$ cat src/rtl/sclk_presc_pkg.sv
// Package: shared widths and the settings record captured at transfer start.
// Assumes: the divisor code is a power-of-two exponent (ratio 2 << code).
package sclk_presc_pkg;
    localparam int DIV_CODE_W = 3;

    typedef struct packed {
        logic [DIV_CODE_W-1:0] code;
        logic                  cpol;
        logic                  cpha;
    } xfer_cfg_t;
endpackage

$ cat src/rtl/sclk_half_counter.sv
// Module: counts reference cycles within one half of the serial period.
// Raises tick_o in the last cycle of each half (2^code cycles long).
// Assumes: run_i is the registered running state; the count is held at 0 while idle.
module sclk_half_counter #(
    parameter int CODE_W = 3
) (
    input  logic              clk,
    input  logic              rst_n,
    input  logic              run_i,
    input  logic [CODE_W-1:0] code_i,
    output logic              tick_o
);
    localparam int CNT_W = (1 << CODE_W) - 1;

    logic [CNT_W-1:0] cnt_q;
    logic [CNT_W-1:0] term;

    // Terminal count: 2^code - 1, built as a mask of code low-order ones.
    always_comb begin
        for (int i = 0; i < CNT_W; i++) begin
            term[i] = (i < int'(code_i));
        end
    end

    assign tick_o = run_i && (cnt_q == term);

    // Advance the half-period count; clear on idle and at each tick.
    always_ff @(posedge clk) begin
        if (!rst_n || !run_i || tick_o) begin
            cnt_q <= '0;
        end else begin
            cnt_q <= cnt_q + 1'b1;
        end
    end

    AST_CNT_BOUND: assert property (@(posedge clk) disable iff (!rst_n)
        run_i |-> (cnt_q <= term));
endmodule

$ cat src/rtl/sclk_edge_engine.sv
// Module: run/idle control, SCLK level, and launch/capture pulse timing.
// Captures the settings at transfer start; stops only at a trailing edge.
// Assumes: tick_i comes from a half counter running on cfg_o.code.
module sclk_edge_engine
    import sclk_presc_pkg::*;
(
    input  logic       clk,
    input  logic       rst_n,
    input  logic       enable_i,
    input  logic       active_i,
    input  xfer_cfg_t  cfg_i,
    input  logic       tick_i,
    output logic       running_o,
    output xfer_cfg_t  cfg_o,
    output logic       sclk_o,
    output logic       launch_o,
    output logic       capture_o
);
    logic second_half_q;

    // Sequence idle -> running -> idle and emit edge-aligned pulses.
    always_ff @(posedge clk) begin
        launch_o  <= 1'b0;
        capture_o <= 1'b0;
        if (!rst_n) begin
            running_o     <= 1'b0;
            second_half_q <= 1'b0;
            cfg_o         <= '0;
            sclk_o        <= cfg_i.cpol;
        end else if (!enable_i) begin
            running_o     <= 1'b0;
            second_half_q <= 1'b0;
            sclk_o        <= cfg_i.cpol;
        end else if (!running_o) begin
            second_half_q <= 1'b0;
            sclk_o        <= cfg_i.cpol;
            if (active_i) begin
                running_o <= 1'b1;
                cfg_o     <= cfg_i;
                launch_o  <= ~cfg_i.cpha;
            end
        end else if (tick_i) begin
            if (!second_half_q) begin
                second_half_q <= 1'b1;
                sclk_o        <= ~cfg_o.cpol;
                launch_o      <= cfg_o.cpha;
                capture_o     <= ~cfg_o.cpha;
            end else begin
                second_half_q <= 1'b0;
                sclk_o        <= cfg_o.cpol;
                capture_o     <= cfg_o.cpha;
                if (!active_i) begin
                    running_o <= 1'b0;
                end else begin
                    launch_o  <= ~cfg_o.cpha;
                end
            end
        end
    end

    AST_CFG_HELD: assert property (@(posedge clk) disable iff (!rst_n)
        (running_o && $past(running_o)) |-> $stable(cfg_o));
    AST_START_CAUSE: assert property (@(posedge clk) disable iff (!rst_n)
        (running_o && !$past(running_o)) |-> ($past(active_i) && $past(enable_i)));
    AST_ABORT_IDLE: assert property (@(posedge clk) disable iff (!rst_n)
        !enable_i |=> (!running_o && !launch_o && !capture_o));
    AST_PULSE_EXCL: assert property (@(posedge clk) disable iff (!rst_n)
        !(launch_o && capture_o));
endmodule

$ cat src/rtl/flash_cs_driver.sv
// Module: registered active-low chip selects forced from a control bit.
// Assumes: a select value outside the memory count asserts nothing.
module flash_cs_driver #(
    parameter int NUM_CS = 2,
    localparam int SEL_W = (NUM_CS > 1) ? $clog2(NUM_CS) : 1
) (
    input  logic             clk,
    input  logic             rst_n,
    input  logic             force_n_i,
    input  logic [SEL_W-1:0] sel_i,
    output logic [NUM_CS-1:0] cs_n_o
);
    for (genvar g = 0; g < NUM_CS; g++) begin : g_cs
        // Drive one select low only when forced and addressed.
        always_ff @(posedge clk) begin
            if (!rst_n) begin
                cs_n_o[g] <= 1'b1;
            end else begin
                cs_n_o[g] <= force_n_i || (int'(sel_i) != g);
            end
        end
    end

    AST_CS_ONEHOT0: assert property (@(posedge clk) disable iff (!rst_n)
        $onehot0(~cs_n_o));
endmodule

$ cat src/rtl/spi_sclk_prescaler.sv
// Module: top of the serial clock prescaler for a SPI flash master.
// Joins the half-period counter, the edge engine and the chip-select driver.
// Assumes: all inputs are synchronous to clk.
module spi_sclk_prescaler
    import sclk_presc_pkg::*;
(
    input  logic                  clk,
    input  logic                  rst_n,
    input  logic                  enable_i,
    input  logic                  xfer_active_i,
    input  logic [DIV_CODE_W-1:0] div_code_i,
    input  logic                  cpol_i,
    input  logic                  cpha_i,
    input  logic                  cs_force_n_i,
    input  logic                  mem_sel_i,
    output logic                  sclk_o,
    output logic                  launch_o,
    output logic                  capture_o,
    output logic [1:0]            cs_n_o
);
    xfer_cfg_t cfg_in;
    xfer_cfg_t cfg_run;
    logic      running;
    logic      tick;

    assign cfg_in = '{code: div_code_i, cpol: cpol_i, cpha: cpha_i};

    sclk_half_counter #(.CODE_W(DIV_CODE_W)) half_cnt_i (
        .clk    (clk),
        .rst_n  (rst_n),
        .run_i  (running),
        .code_i (cfg_run.code),
        .tick_o (tick)
    );

    sclk_edge_engine edge_i (
        .clk       (clk),
        .rst_n     (rst_n),
        .enable_i  (enable_i),
        .active_i  (xfer_active_i),
        .cfg_i     (cfg_in),
        .tick_i    (tick),
        .running_o (running),
        .cfg_o     (cfg_run),
        .sclk_o    (sclk_o),
        .launch_o  (launch_o),
        .capture_o (capture_o)
    );

    flash_cs_driver #(.NUM_CS(2)) cs_i (
        .clk       (clk),
        .rst_n     (rst_n),
        .force_n_i (cs_force_n_i),
        .sel_i     (mem_sel_i),
        .cs_n_o    (cs_n_o)
    );

    AST_CAPTURE_ON_EDGE: assert property (@(posedge clk) disable iff (!rst_n)
        capture_o |-> (sclk_o != $past(sclk_o)));
endmodule

$ cat config.mk
export PLATFORM = sky130hd
export DESIGN_NAME = spi_sclk_prescaler
export DESIGN_NICKNAME = d
export VERILOG_FILES = /design/src/rtl/sclk_presc_pkg.sv /design/src/rtl/sclk_half_counter.sv /design/src/rtl/sclk_edge_engine.sv /design/src/rtl/flash_cs_driver.sv /design/src/rtl/spi_sclk_prescaler.sv
export SDC_FILE = /design/constraint.sdc
export NUM_CORES = 1
export LEC_CHECK = 0
export ABC_AREA = 1
export ABC_CLOCK_PERIOD_IN_PS = 1300
export BUFFER_PORTS_ARGS = -buffer_cell sky130_fd_sc_hd__buf_2
export CORE_MARGIN = 2
export CORE_UTILIZATION = 48
export DETAILED_ROUTE_END_ITERATION = 10
export MAX_ROUTING_LAYER = met4
export PLACE_DENSITY_LB_ADDON = 0.12
export SLEW_MARGIN = 0
export SYNTH_ARGS = -nofsm -noshare
export SYNTH_HDL_FRONTEND = slang
export SYNTH_SLANG_ARGS = --single-unit
$ cat constraint.sdc
create_clock -name clk -period 1.3 [get_ports clk]
set_input_delay 0.13 -clock clk [delete_from_list [all_inputs] [get_ports clk]]
set_output_delay 0.13 -clock clk [all_outputs]
set_load 0.005 [all_outputs]
==> results_dict.tcl <==
set metrics [dict create \
    rsz0062_at_grt "true" \
    relSlewSlack 0.769 \
    yosys_warnings 0 \
    ant_nets 0 \
    status "finished, violations left" \
    finalInstanceArea_um2 1170 \
    fp.dieH_um 48.0 \
    cp_slowest_stage_delay_ns 0.39 \
    n_fill_cell 168 \
    min_period_over_period 1.01 \
    tightest_slew_ns 0.345 \
    finalPower_mw 1.16 \
    post_drt_wl_per_cell_um 10.4 \
    slew_violations 0 \
    cts_hold_buf 0 \
    dp_hpwl_um 1340 \
    drc_errors 0 \
    post-place-ws_ns -0.120 \
    drt-total-wl_um 1800 \
    chipWidth_um 48.0 \
    drt_iter0_markers 14 \
    yosysTopAreaCellShare 0.388 \
    core-area_um2 1760 \
    synth-seq-cells 19 \
    finClkSkew_ns 0.00138 \
    grt_pass1_wl_um 2860 \
    grt_util_all_layers 0.181 \
    vias 820 \
    routed_via_density 4.74 \
    dieArea_um2 2300 \
    crit_path_end_kind "flip-flop" \
    start_util 0.526 \
    first_pass_iters 4 \
    synth_fp_nets 134 \
    crit_required_ns 1.32 \
    r2r_cells 7 \
    worst-setup-path-type "reg2reg" \
    antenna_cells 0 \
    arrival_ns 1.34 \
    place.gp.congestion 0.768 \
    cap_violations 0 \
    p_leak_nw 0.502 \
    cts_root_buffer "clkbuf_4" \
    grt_max_degree 11 \
    holdPathStages 3 \
    hold_viol 0 \
    fin_cells 173 \
    cts_tree "done" \
    antenna_found_initial 0 \
    setup_tns_ns -0.0176 \
    utilization 0.661 \
    port_buffers 15 \
    io_pins 16 \
    start_kind "flip-flop" \
    avgSynthCellArea_um2 7.61 \
    worstHoldPathType "in2reg" \
    timing.critical_path.buf_inv 0 \
    synth_top_area_cell "dfxtp_1" \
    fin_ws_ns -0.0176 \
    cts.clk_slew.worst_paths_ns 0.11 \
    crit_fanout 6 \
    setup_viol 1 \
    final_nets 161 \
    placed_cell_area_um2 1070 \
    crit_cells 7 \
    ctsLongestPathBuffers 2 \
    clock-sinks 19 \
    power.density_nw_per_um2 998 \
    drive_gt1_frac 0.351 \
    grt_pass1_vias 722 \
    syn-cell-area_um2 928 \
    synth_cell_types 25 \
    area_growth_pct 25.6 \
    fmax_mhz 759 \
    grt.overflow.total 0 \
    htree_levels 1 \
    postSynthCellCount 122 \
    period_minus_slack_ns 1.32 \
    violations "negative setup slack" \
    cts_buffers 3 \
    critPathTopFamily "simple AND/OR/NAND/NOR gates" \
    rows 15 \
    crit_chain "nor2_4 > nor2_2 > nor2_2 > nand3_2 > nor2_4 > nand2_4 > nand2_4" \
    worstSkewPairLatency_ns 0.28 \
    synth_area_leaders "dfxtp_1 39%, nand2_1 11%, nand3_1 4.9%, inv_1 4.9%, nor2_1 4.9%" \
    cp_slowest_cell "dfxtp_4" \
    hold_ws_ns 0.0243 \
    yosysSeqAreaShare 0.420 \
    peakVddDrop_mv 0.876 \
    dp.cells 167 \
]
-- layout make-up --
class	instances	area, um2	area share
multi-input cells	84	498	0.427
flip-flops and latches	19	398	0.341
repair buffers	24	146	0.126
inverters	17	66.3	0.0569
well taps	25	31.3	0.0268
clock buffers	4	26.3	0.0225
-- power by group --
part	leakage (nW)	total, mW	internal [mW]	switching (mW)
registers	0.158	0.639	0.612	0.0278
clock network	0.0150	0.296	0.119	0.177
logic	0.328	0.229	0.112	0.118
total	0.502	1.16	0.842	0.322
-- synthesized netlist by cell type --
cell type  count
nor3_1         1
buf_6          1
nand2_2        1
nand4_1        2
nand3_2        2
nand2_1       26
dfxtp_1       18
inv_2          5
a21oi_1        6
o211ai_1       1
xor2_1         5
nor2_2         3
o21ai_0        6
xnor2_1        2
inv_1         12
nand2_4        2
ha_1           1
buf_2          1
nand3b_1       2
o21a_1         1
nor2_1        12
nor3_2         1
nor2_4         1
edfxtp_1       1
nand3_1        9
-- what timing repair did --
item	in CTS	in global routing
pin swaps	1	1
setup buffers	0	2
resized for setup	7	9
endpoints found under the setup margin	12	11
gates cloned	0	0
-- state kept, by name, indices dropped and copies added (netlist names) --
name                  flops
half_cnt_i.cnt_q          7
edge_i.cfg_o              5
cs_i.cs_n_o               2
edge_i.capture_o          1
edge_i.launch_o           1
edge_i.running_o          1
edge_i.sclk_o             1
edge_i.second_half_q      1
-- cell usage in the layout (no fill, tap or decap), drive strengths merged --
cell    count
o21a        1
xnor2       2
ha          1
o211ai      1
nor2       16
nand3b      2
clkbuf      4
o21ai       6
a21oi       6
nand3      11
nand4       2
inv        17
nor3        2
buf        24
edfxtp      1
dfxtp      18
xor2        5
nand2      29
-- per-layer routing --
layer,vias up,global-route usage,wire (um)
met4,0,0.0486,25
li1,437,-,-
met5,-,-,0
met1,368,0.230,860
met2,13,0.293,853
met3,2,0.0340,55
-- cell families after synthesis --
kind of cell | synth area share
fa+ha+maj | 0.0135
simple gates | 0.333
compound gates | 0.0809
flops | 0.420
buf+inv | 0.0862
xor+xnor | 0.0660
-- path summary, 6_finish.rpt --
path	to	start	slack, ns
setup / recovery	edge_i.sclk_o	edge_i.cfg_o[3]	-0.02
hold / removal	cs_i.cs_n_o[0]	cs_force_n_i	0.02
setup reg to reg	edge_i.sclk_o	edge_i.cfg_o[3]	-0.02
hold reg to reg	edge_i.cfg_o[1]	edge_i.cfg_o[1]	0.47
-- worst reg2reg max path: stages (launching register included) --
cell     delay (ns)
dfxtp_4        0.39
nor2_4         0.13
nor2_2         0.05
nor2_2         0.10
nand3_2        0.09
nor2_4         0.14
nand2_4        0.08
nand2_4        0.07
(Power assumes the default switching activity.)
